<file path="src/rtl/irq_seq_pkg.sv">
package irq_seq_pkg;
  typedef enum logic [1:0] {
    PH_IDLE   = 2'd0,
    PH_ENTRY  = 2'd1,
    PH_RETURN = 2'd2
  } seq_phase_t;
endpackage

</file>
<file path="src/rtl/irq_arbiter.sv">
module irq_arbiter #(
  parameter int              NUM_MSK  = 4,
  parameter int              PCW      = 10,
  parameter logic [PCW-1:0]  VEC_BASE = 10'h3F0,
  parameter int              VEC_STEP = 2
) (
  input  logic               swi_i,
  input  logic               gie_i,
  input  logic [NUM_MSK-1:0] pend_i,
  input  logic [NUM_MSK-1:0] en_i,
  output logic               req_o,
  output logic [PCW-1:0]     vec_o
);
  logic [NUM_MSK-1:0] qual;

  // each maskable source needs its flag, its enable and the global enable
  for (genvar g = 0; g < NUM_MSK; g++) begin : g_qual
    assign qual[g] = pend_i[g] & en_i[g] & gie_i;
  end

  // scan from lowest priority upward so the last hit is the winner
  always_comb begin
    req_o = swi_i | (|qual);
    vec_o = VEC_BASE;
    if (!swi_i) begin
      for (int i = NUM_MSK - 1; i >= 0; i--) begin
        if (qual[i]) vec_o = VEC_BASE + PCW'((i + 1) * VEC_STEP);
      end
    end
  end
endmodule

</file>
<file path="src/rtl/irq_gie_reg.sv">
module irq_gie_reg (
  input  logic clk,
  input  logic rst_n,
  input  logic clr_i,
  input  logic set_i,
  input  logic wr_i,
  input  logic wd_i,
  input  logic busy_i,
  output logic gie_o
);
  always_ff @(posedge clk or negedge rst_n) begin
    if (!rst_n)              gie_o <= 1'b0;
    else if (clr_i)          gie_o <= 1'b0;
    else if (set_i)          gie_o <= 1'b1;
    else if (wr_i && !busy_i) gie_o <= wd_i;
  end


  gie_clear_chk: assert property (@(posedge clk) disable iff (!rst_n)
    clr_i |=> !gie_o);


  gie_set_chk: assert property (@(posedge clk) disable iff (!rst_n)
    (set_i && !clr_i) |=> gie_o);


  gie_hold_busy_chk: assert property (@(posedge clk) disable iff (!rst_n)
    (busy_i && !set_i && !clr_i) |=> (gie_o == $past(gie_o)));
endmodule

</file>
<file path="src/rtl/irq_seq_ctrl.sv">
module irq_seq_ctrl
  import irq_seq_pkg::*;
#(
  parameter int PCW          = 10,
  parameter int SW           = 8,
  parameter int ENTRY_CYCLES = 5
) (
  input  logic           clk,
  input  logic           rst_n,
  input  logic           boundary_i,
  input  logic           req_i,
  input  logic [PCW-1:0] vec_i,
  input  logic [PCW-1:0] pc_i,
  input  logic           reti_i,
  input  logic           ret_i,
  input  logic [SW-1:0]  stk_rdata_i,
  output logic           busy_o,
  output logic           stk_push_o,
  output logic           stk_pop_o,
  output logic [SW-1:0]  stk_wdata_o,
  output logic           pc_load_o,
  output logic [PCW-1:0] pc_addr_o,
  output logic           gie_clr_o,
  output logic           gie_set_o
);
  localparam int NB = (PCW + SW - 1) / SW;
  localparam int PW = NB * SW;
  localparam int CW = $clog2(ENTRY_CYCLES + 1);

  seq_phase_t     phase_q;
  logic [CW-1:0]  cnt_q;
  logic [PW-1:0]  shf_q;
  logic [PCW-1:0] vec_q;
  logic           restore_q;

  logic ret_req, start_ret, start_ent, last_ent, last_ret, byte_slot;

  assign ret_req   = reti_i | ret_i;
  assign start_ret = (phase_q == PH_IDLE) && boundary_i && ret_req;
  assign start_ent = (phase_q == PH_IDLE) && boundary_i && !ret_req && req_i;
  assign byte_slot = cnt_q < CW'(NB);
  assign last_ent  = (phase_q == PH_ENTRY)  && (cnt_q == CW'(ENTRY_CYCLES - 1));
  assign last_ret  = (phase_q == PH_RETURN) && (cnt_q == CW'(NB));

  always_ff @(posedge clk or negedge rst_n) begin
    if (!rst_n) begin
      phase_q   <= PH_IDLE;
      cnt_q     <= '0;
      shf_q     <= '0;
      vec_q     <= '0;
      restore_q <= 1'b0;
    end else begin
      case (phase_q)
        PH_IDLE: begin
          cnt_q <= '0;
          if (start_ret) begin
            phase_q   <= PH_RETURN;
            restore_q <= reti_i;
          end else if (start_ent) begin
            phase_q <= PH_ENTRY;
            shf_q   <= PW'(pc_i);
            vec_q   <= vec_i;
          end
        end
        PH_ENTRY: begin
          if (byte_slot) shf_q <= shf_q >> SW;
          if (last_ent) phase_q <= PH_IDLE;
          else          cnt_q   <= cnt_q + 1'b1;
        end
        PH_RETURN: begin
          if (byte_slot) shf_q <= (shf_q << SW) | PW'(stk_rdata_i);
          if (last_ret) phase_q <= PH_IDLE;
          else          cnt_q   <= cnt_q + 1'b1;
        end
        default: phase_q <= PH_IDLE;
      endcase
    end
  end

  assign busy_o      = (phase_q != PH_IDLE);
  assign stk_push_o  = (phase_q == PH_ENTRY)  && byte_slot;
  assign stk_pop_o   = (phase_q == PH_RETURN) && byte_slot;
  assign stk_wdata_o = shf_q[SW-1:0];
  assign pc_load_o   = last_ent | last_ret;
  assign pc_addr_o   = last_ent ? vec_q : shf_q[PCW-1:0];
  assign gie_clr_o   = start_ent;
  assign gie_set_o   = last_ret && restore_q;


  push_low_first_chk: assert property (@(posedge clk) disable iff (!rst_n)
    start_ent |=> (stk_push_o && (stk_wdata_o == $past(pc_i[SW-1:0]))));


  load_ends_seq_chk: assert property (@(posedge clk) disable iff (!rst_n)
    pc_load_o |=> !busy_o);


  no_start_without_boundary_chk: assert property (@(posedge clk) disable iff (!rst_n)
    (!busy_o && !boundary_i) |=> !busy_o);


  return_wins_chk: assert property (@(posedge clk) disable iff (!rst_n)
    start_ret |=> (stk_pop_o && !stk_push_o));


  busy_holds_chk: assert property (@(posedge clk) disable iff (!rst_n)
    (busy_o && !pc_load_o) |=> busy_o);
endmodule

</file>
<file path="src/rtl/irq_sequencer.sv">
module irq_sequencer #(
  parameter int              NUM_MSK      = 4,
  parameter int              PCW          = 10,
  parameter int              SW           = 8,
  parameter int              ENTRY_CYCLES = 5,
  parameter logic [PCW-1:0]  VEC_BASE     = 10'h3F0,
  parameter int              VEC_STEP     = 2
) (
  input  logic               clk,
  input  logic               rst_n,
  input  logic               boundary_i,
  input  logic [PCW-1:0]     pc_i,
  input  logic               swi_i,
  input  logic [NUM_MSK-1:0] pend_i,
  input  logic [NUM_MSK-1:0] en_i,
  input  logic               reti_i,
  input  logic               ret_i,
  input  logic               gie_wr_i,
  input  logic               gie_wd_i,
  input  logic [SW-1:0]      stk_rdata_i,
  output logic               busy_o,
  output logic               gie_o,
  output logic               stk_push_o,
  output logic               stk_pop_o,
  output logic [SW-1:0]      stk_wdata_o,
  output logic               pc_load_o,
  output logic [PCW-1:0]     pc_addr_o
);
  logic           req;
  logic [PCW-1:0] vec;
  logic           gie_clr, gie_set;

  irq_arbiter #(
    .NUM_MSK(NUM_MSK), .PCW(PCW), .VEC_BASE(VEC_BASE), .VEC_STEP(VEC_STEP)
  ) u_arb (
    .swi_i (swi_i),
    .gie_i (gie_o),
    .pend_i(pend_i),
    .en_i  (en_i),
    .req_o (req),
    .vec_o (vec)
  );

  irq_seq_ctrl #(
    .PCW(PCW), .SW(SW), .ENTRY_CYCLES(ENTRY_CYCLES)
  ) u_ctrl (
    .clk        (clk),
    .rst_n      (rst_n),
    .boundary_i (boundary_i),
    .req_i      (req),
    .vec_i      (vec),
    .pc_i       (pc_i),
    .reti_i     (reti_i),
    .ret_i      (ret_i),
    .stk_rdata_i(stk_rdata_i),
    .busy_o     (busy_o),
    .stk_push_o (stk_push_o),
    .stk_pop_o  (stk_pop_o),
    .stk_wdata_o(stk_wdata_o),
    .pc_load_o  (pc_load_o),
    .pc_addr_o  (pc_addr_o),
    .gie_clr_o  (gie_clr),
    .gie_set_o  (gie_set)
  );

  irq_gie_reg u_gie (
    .clk   (clk),
    .rst_n (rst_n),
    .clr_i (gie_clr),
    .set_i (gie_set),
    .wr_i  (gie_wr_i),
    .wd_i  (gie_wd_i),
    .busy_i(busy_o),
    .gie_o (gie_o)
  );
endmodule

</file>
<file path="config.mk">
export PLATFORM = sky130hd
export DESIGN_NAME = irq_sequencer
export DESIGN_NICKNAME = d
export VERILOG_FILES = /design/src/rtl/irq_seq_pkg.sv /design/src/rtl/irq_arbiter.sv /design/src/rtl/irq_gie_reg.sv /design/src/rtl/irq_seq_ctrl.sv /design/src/rtl/irq_sequencer.sv
export SDC_FILE = /design/constraint.sdc
export NUM_CORES = 1
export LEC_CHECK = 0
export BUFFER_PORTS_ARGS = -buffer_cell sky130_fd_sc_hd__buf_2
export CORE_ASPECT_RATIO = 2
export CORE_MARGIN = 2
export CORE_UTILIZATION = 25
export DETAILED_ROUTE_END_ITERATION = 8
export SLEW_MARGIN = 20
export SYNTH_ARGS = -nofsm -noshare
export SYNTH_HDL_FRONTEND = slang
export SYNTH_SLANG_ARGS = --single-unit
</file>
<file path="constraint.sdc">
create_clock -name clk -period 5.7 [get_ports clk]
set_clock_uncertainty 0.15 [all_clocks]
set_input_delay 0 -clock clk [delete_from_list [all_inputs] [get_ports clk]]
set_output_delay 0 -clock clk [all_outputs]
set_load 0.05 [all_outputs]
</file>
# ---- Word level (Yosys, flattened, before mapping)
# Cells that the tools add are included.
dict set report word_totals {
  in_bits 34
  regBits 33
  word_cells 78
}
dict set report op_classes {
  order_cmp 1
  n_bitwise 13
  eq_ne 13
  reduce_logical 22
  addsub 1
  mux 22
}
# operator n
set ops {}
lappend ops {{2-to-1 mux 16 bit} 4}
lappend ops {{case mux 16 bit (3 select lines)} 1}
lappend ops {{2-to-1 mux 10 bit} 2}
lappend ops {{2-to-1 mux 4 bit} 4}
lappend ops {{OR 16 x 8 -> 16 bit} 1}
lappend ops {{logical AND 1 bit} 10}
lappend ops {{case mux 3 bit (3 select lines)} 1}
lappend ops {{AND reduction 3 bit} 3}
lappend ops {{bitwise AND 1 bit} 8}
lappend ops {{2-to-1 mux 2 bit} 4}
lappend ops {{inequality test 2 x 1 -> 1 bit (second input constant)} 4}
lappend ops {{inequality test 2 bit (second input constant)} 4}
lappend ops {{2-to-1 mux 3 bit} 2}
lappend ops {{case mux 2 bit (3 select lines)} 1}
lappend ops {{nonzero test 3 bit} 2}
lappend ops {{AND reduction 5 bit} 1}
lappend ops {{OR reduction 4 bit} 1}
lappend ops {{adder 3 x 1 -> 3 bit (second input constant)} 1}
lappend ops {{== test 3 x 2 -> 1 bit (second input constant)} 1}
lappend ops {{== test 3 bit (second input constant)} 1}
lappend ops {{< comparator 3 x 2 -> 1 bit (second input constant)} 1}
lappend ops {{2-to-1 mux 1 bit} 3}
lappend ops {{inequality test 3 x 2 -> 1 bit (second input constant)} 1}
lappend ops {{OR 1 bit} 3}
lappend ops {{other kinds (7)} 8}

# ---- Depth between registers and ports, before layout
dict set report logic_depth {
  ltp_word 8
  ltp_mapped 8
  mapped_depth_nobuf 6
}

# ---- Cells and area by module
# A second synthesis with hierarchy kept.
dict set report unflattened {
  cells_unflattened 214
  hier_area_um2 2118.3
}
# mod cells_each n_inst area_per_inst_um2
set modules_own_cells {}
lappend modules_own_cells {irq_seq_ctrl 189 1 1925.6}
lappend modules_own_cells {irq_arbiter 20 1 130.1}
lappend modules_own_cells {irq_gie_reg 5 1 62.6}

# ---- Worst setup path before layout
# No wires, ideal clock.
dict set report synth_path {
  kind {register to register}
  startpoint {reg u_ctrl.phase_q[0]}
  endpoint {reg u_ctrl.cnt_q[2]}
  t_arrival_ns 2.536
  t_required_ns 5.405
  path_slack_ns 2.869
  stages_incl_launch_ff 8
  path_cell_list {dfrtp_1 > inv_1 > ha_1 > buf_2 > nand2_1 > o21ai_0 > or2_2 > o221ai_1}
}
dict set report synth_via {
  elab_chain_cells 4
  elab_cells_between_ends 10
  classes_between {eq/ne: 4; mux: 1; reduce/logical: 5}
}
# item line_no
set synth_rtl {}
lappend synth_rtl {{start: declaration} irq_seq_ctrl.sv:30} ;# seq_phase_t phase_q;
lappend synth_rtl {{start signal: assignment} irq_seq_ctrl.sv:47} ;# phase_q <= PH_IDLE;
lappend synth_rtl {{start signal: assignment} irq_seq_ctrl.sv:57} ;# phase_q <= PH_RETURN;
lappend synth_rtl {{start signal: assignment} irq_seq_ctrl.sv:60} ;# phase_q <= PH_ENTRY;
lappend synth_rtl {{== test 2 x 1 -> 1 bit / == test 2 bit (equally long branches)} {irq_seq_ctrl.sv:42, irq_seq_ctrl.sv:53, irq_seq_ctrl.sv:43}}
lappend synth_rtl {{logical AND 1 bit (on tied branches)} {irq_seq_ctrl.sv:42, irq_seq_ctrl.sv:43}}
lappend synth_rtl {{inequality test 2 bit (no line)} n/a}
lappend synth_rtl {{AND reduction 3 bit (no line)} n/a}
lappend synth_rtl {{end signal: assignment} irq_seq_ctrl.sv:68} ;# else cnt_q <= cnt_q + 1'b1;
lappend synth_rtl {{end signal: assignment} irq_seq_ctrl.sv:73} ;# else cnt_q <= cnt_q + 1'b1;
lappend synth_rtl {{end: declaration} irq_seq_ctrl.sv:31} ;# logic [CW-1:0] cnt_q;
# Several ways; a longest one is shown, not always the timed one.
# A chain may end at the register's enable or synchronous reset.

# ---- Final worst setup path
dict set report layout_path {
  startpoint {reg u_ctrl.phase_q[0]}
  endpoint {reg u_ctrl.shf_q[2]}
}
dict set report layout_via {
  elab_chain_cells 6
  elab_cells_between_ends 14
  classes_between {eq/ne: 6; mux: 1; reduce/logical: 7}
}
# item line_no
set layout_rtl {}
lappend layout_rtl {{logical NOT 2 bit} {irq_seq_ctrl.sv:39, irq_seq_ctrl.sv:40, irq_seq_ctrl.sv:53}}
lappend layout_rtl {{logical AND 1 bit} {irq_seq_ctrl.sv:39, irq_seq_ctrl.sv:40}}
lappend layout_rtl {{logical AND 1 bit (2 in a row)} irq_seq_ctrl.sv:40} ;# assign start_ent = (phase_q == PH_IDLE) && boundary_i && !ret_req && req_i;
lappend layout_rtl {{inequality test 2 bit (no line)} n/a}
lappend layout_rtl {{AND reduction 5 bit (no line)} n/a}
lappend layout_rtl {{end signal: assignment} irq_seq_ctrl.sv:61} ;# shf_q <= PW'(pc_i);
lappend layout_rtl {{end signal: assignment} irq_seq_ctrl.sv:66} ;# if (byte_slot) shf_q <= shf_q >> SW;
lappend layout_rtl {{end signal: assignment} irq_seq_ctrl.sv:71} ;# if (byte_slot) shf_q <= (shf_q << SW) | PW'(stk_rdata_i);
lappend layout_rtl {{end: declaration} irq_seq_ctrl.sv:32} ;# logic [PW-1:0] shf_q;
# Several ways; a longest one is shown, not always the timed one.

==> impl_metrics.sql <==
INSERT INTO impl_metrics (metric_group, metric, value, unit) VALUES
('status', 'outcome', 'complete, no violations', ''),
('cells_and_area', 'final_util', '32.45', '%'),
('clocking', 'cts_made_buffers', '3', ''),
('cells_and_area', 'post_route_cells_drive_above_1_share', '35.27', '%'),
('critical_path', 'worst-endpoint-required', '5.70', 'ns'),
('synthesis', 'post_synth_inst_count', '185', ''),
('routing', 'detail_route.wl_per_cell', '13.09', 'um'),
('floorplanning', 'io-pin-count', '57', ''),
('critical_path', 'crit_path_end', 'u_ctrl.shf_q[2]', ''),
('sta', 'report.final.slew_viol_count', '0', ''),
('worst_hold_path', 'worst_hold_path_type', 'primary input to register', ''),
('power', 'power_leakage', '0.001119', 'uW'),
('power', 'vdd_ir_drop_max', '0.4830', 'mV'),
('global_routing', 'grt_pass1_wl', '7.245', 'mm'),
('placed_design', 'buffer_ports.inserted', '56', ''),
('synthesis', 'yosys_synthesis_warning_count', '0', ''),
('clocking', 'path_clk_slew', '0.06', 'ns'),
('floorplanning', 'initial_core_util', '25.33', '%'),
('critical_path', 'crit_start', 'u_ctrl.phase_q[0]', ''),
('sta', 'fmax', '351.9', 'MHz'),
('routing', 'ant_nets', '0', ''),
('clocking', 'max_root_sink_buffers', '2', ''),
('routing', 'drc_errors', '0', ''),
('synthesis', 'postSynthRegisterBits', '27', ''),
('floorplanning', 'rows', '44', ''),
('critical_path', 'cell_count_of_the_worst_reg_to_reg_path', '6', ''),
('global_routing', 'grt_overflow', '0', ''),
('sta', 'number_of_hold_slack_violations_in_the_final_timing_report', '0', ''),
('sta', 'rsz_0062_raised_after_global_routing', 'no', ''),
('synthesis', 'synth_edf_count', '0', ''),
('clocking', 'cts_tree', 'done', ''),
('cells_and_area', 'final_cell_mix', 'sky130_fd_sc_hd__buf_2, sky130_fd_sc_hd__dfrtp_1, sky130_fd_sc_hd__nand2_1', ''),
('cells_and_area', 'antenna_cells', '0', ''),
('placed_design', 'dp.final_hpwl', '3.220', 'mm'),
('placed_design', 'gp_congestion', '0.7567', ''),
('clocking', 'ctsResizeCount', '0', ''),
('clocking', 'htreeDepth', '1', ''),
('floorplanning', 'core', '7157', 'sq um'),
('floorplanning', 'die_h', '124.4', 'um'),
('sta', 'timing.final.setup_violations', '0', ''),
('global_routing', 'grt_pass1_vias', '1540', ''),
('synthesis', 'mappedNetlistNets', '226', ''),
('global_routing', 'grt_usage', '11.07', '%'),
('sta', 'tightest_slew', '1.006', 'ns'),
('synthesis', 'postSynth.topFlopCell', 'sky130_fd_sc_hd__dfrtp_1', ''),
('critical_path', 'cp-start-kind', 'register', ''),
('sta', 'tns', '0', 'ns'),
('critical_path', 'path_max_fanout', '21', ''),
('sta', 'post-route-min-period', '2.842', 'ns'),
('routing', 'detail_route.iter0.violations', '96', ''),
('cells_and_area', 'most_common_cell_after_layout_fill_and_taps_aside', 'sky130_fd_sc_hd__buf_2', ''),
('cells_and_area', 'syn_to_final_growth', '28.09', '%'),
('sta', 'layout_worst_path_cycle_share', '49.86', '%'),
('floorplanning', 'die_outline_area', '7990', 'sq um'),
('clocking', 'root_buffer', 'sky130_fd_sc_hd__clkbuf_16', ''),
('synthesis', 'avgSynthCellArea', '9.800', 'sq um'),
('cells_and_area', 'nets_final', '283', ''),
('power', 'powerDensity', '608.8', 'nW/um^2'),
('critical_path', 'register_to_register_path_setup_slack', '2.86', 'ns'),
('global_routing', 'antenna_violations_before_repair', '0', ''),
('routing', 'detail_route.vias_per_cell', '4.790', ''),
('worst_hold_path', 'timing.hold.worst_path_depth', '3', ''),
('synthesis', 'seq_area_frac_synth', '37.27', '%'),
('synthesis', 'synthDistinctLibCells', '42', ''),
('routing', 'drt_wl_total', '4.360', 'mm'),
('floorplanning', 'die-width', '64.22', 'um'),
('clocking', 'numClockSinks', '27', ''),
('sta', 'relSlewSlack', '32.95', '%'),
('critical_path', 'regToRegStartpoint', 'u_ctrl.phase_q[0]', ''),
('synthesis', 'syn_area', '1813', 'sq um'),
('job', 'maxCapViolCount', '0', ''),
('critical_path', 'worst-setup-path-type', 'register to register', ''),
('routing', 'detailroute.via_count', '1595', ''),
('synthesis', 'synthArstFlopShare', '100.0', '%'),
('critical_path', 'crit_arrival', '2.84', 'ns'),
('clocking', 'worst_skew_pair.late_latency', '0.26', 'ns'),
('routing', 'drt_pass1_iterations', '4', ''),
('global_routing', 'grt_max_degree', '31', ''),
('critical_path', 'timing.rr.end', 'u_ctrl.shf_q[2]', ''),
('critical_path', 'worst_setup_path_end_kind', 'register', '');
==> registers in the layout, summed over array words and instances, names as in the netlist <==
signal            flops
u_ctrl.shf_q         16
u_ctrl.vec_q          4
u_ctrl.cnt_q          3
u_ctrl.phase_q        2
u_ctrl.restore_q      1
u_gie.gie_o           1
==> per-stage QoR <==
| stage | setup WS, ns | cell area [sq um] | hold slack (ns) | power (uW) | std cells |
|---|---|---|---|---|---|
| after floorplan | 2.869 | 1813 | -0.4456 | 1117 | 185 |
| after global placement | 2.955 | 2092 | -0.1086 | 1226 | 314 |
| after detailed placement | 2.878 | 2092 | -0.09680 | 1238 | 314 |
| after CTS | 2.867 | 2322 | 0.009517 | 1421 | 333 |
| after global routing | 2.679 | 2322 | 0.03863 | 1505 | 333 |
| final | 2.858 | 2322 | 0.009471 | 1414 | 333 |
==> report_power, final <==
part / switching [uW] / internal, uW
clock: 64.6 / 94.7
combinational: 578 / 326
sequential: 79.1 / 271
==> worst max-delay path, cell delays in order, from the launching register on <==
cell	delay [ns]
sky130_fd_sc_hd__dfrtp_1	0.39
sky130_fd_sc_hd__inv_1	0.10
sky130_fd_sc_hd__ha_1	0.44
sky130_fd_sc_hd__o22ai_1	0.30
sky130_fd_sc_hd__nand3b_2	0.15
sky130_fd_sc_hd__a221oi_4	0.78
sky130_fd_sc_hd__mux2_2	0.42
==> area by class of cell <==
type                       instances  area (sq um)
tap                               92         115.1
fill                             745          4835
multi-input combinational        133         998.5
inverter                           6         22.52
timing repair buffer              71         430.4
clock inverter                     1         5.005
clock buffer                       3         75.07
sequential                        27         675.6
==> logic make-up after synthesis <==
| kind of cell | share of synthesized area [%] |
|---|---|
| flops | 37.27 |
| simple gates | 16.15 |
| buf+inv | 7.660 |
| fa+ha+maj | 4.831 |
| mux | 13.94 |
| compound gates | 20.15 |
==> repair_timing <==
item / 4_1_cts / 5_1_grt
endpoints found under the hold margin: 38 / 0
hold buffers: 15 / 0
buffers inserted: 0 / 0
==> routing by layer <==
layer | vias to the layer above | wire [um] | GRT usage [%]
li1 | 781 | - | -
met1 | 750 | 2131 | 15.87
met2 | 57 | 1919 | 17.03
met3 | 7 | 253 | 1.626
met4 | 0 | 55 | 3.379
met5 | - | 0 | 0
==> synth_stat cells, types with 6 or more instances <==
cell	number	area, sq um
sky130_fd_sc_hd__buf_4	8	60.06
sky130_fd_sc_hd__ha_1	7	87.58
sky130_fd_sc_hd__mux2_2	10	112.6
sky130_fd_sc_hd__a22oi_1	9	67.56
sky130_fd_sc_hd__inv_1	6	22.52
sky130_fd_sc_hd__nor2_1	12	45.04
sky130_fd_sc_hd__mux2_4	8	120.1
sky130_fd_sc_hd__dfrtp_1	27	675.7
sky130_fd_sc_hd__and3_1	6	37.54
sky130_fd_sc_hd__nand2_1	22	82.58
sky130_fd_sc_hd__o21ai_0	7	35.03
sky130_fd_sc_hd__clkbuf_1	7	26.28
sky130_fd_sc_hd__a21oi_1	9	45.04
==> worst min-delay path by stage <==
stage | from | endpoint | slack, ns
2_1_floorplan | rst_n | u_ctrl.cnt_q[0] | -0.45
3_3_place_gp | rst_n | u_ctrl.cnt_q[1] | -0.11
3_5_place_dp | rst_n | u_ctrl.cnt_q[0] | -0.1
4_1_cts | pend_i[0] | u_ctrl.vec_q[3] | 0.01
5_1_grt | pend_i[0] | u_ctrl.vec_q[3] | 0.04
6_report | swi_i | u_ctrl.vec_q[8] | 0.009
Power figures use the tool's default switching activity.
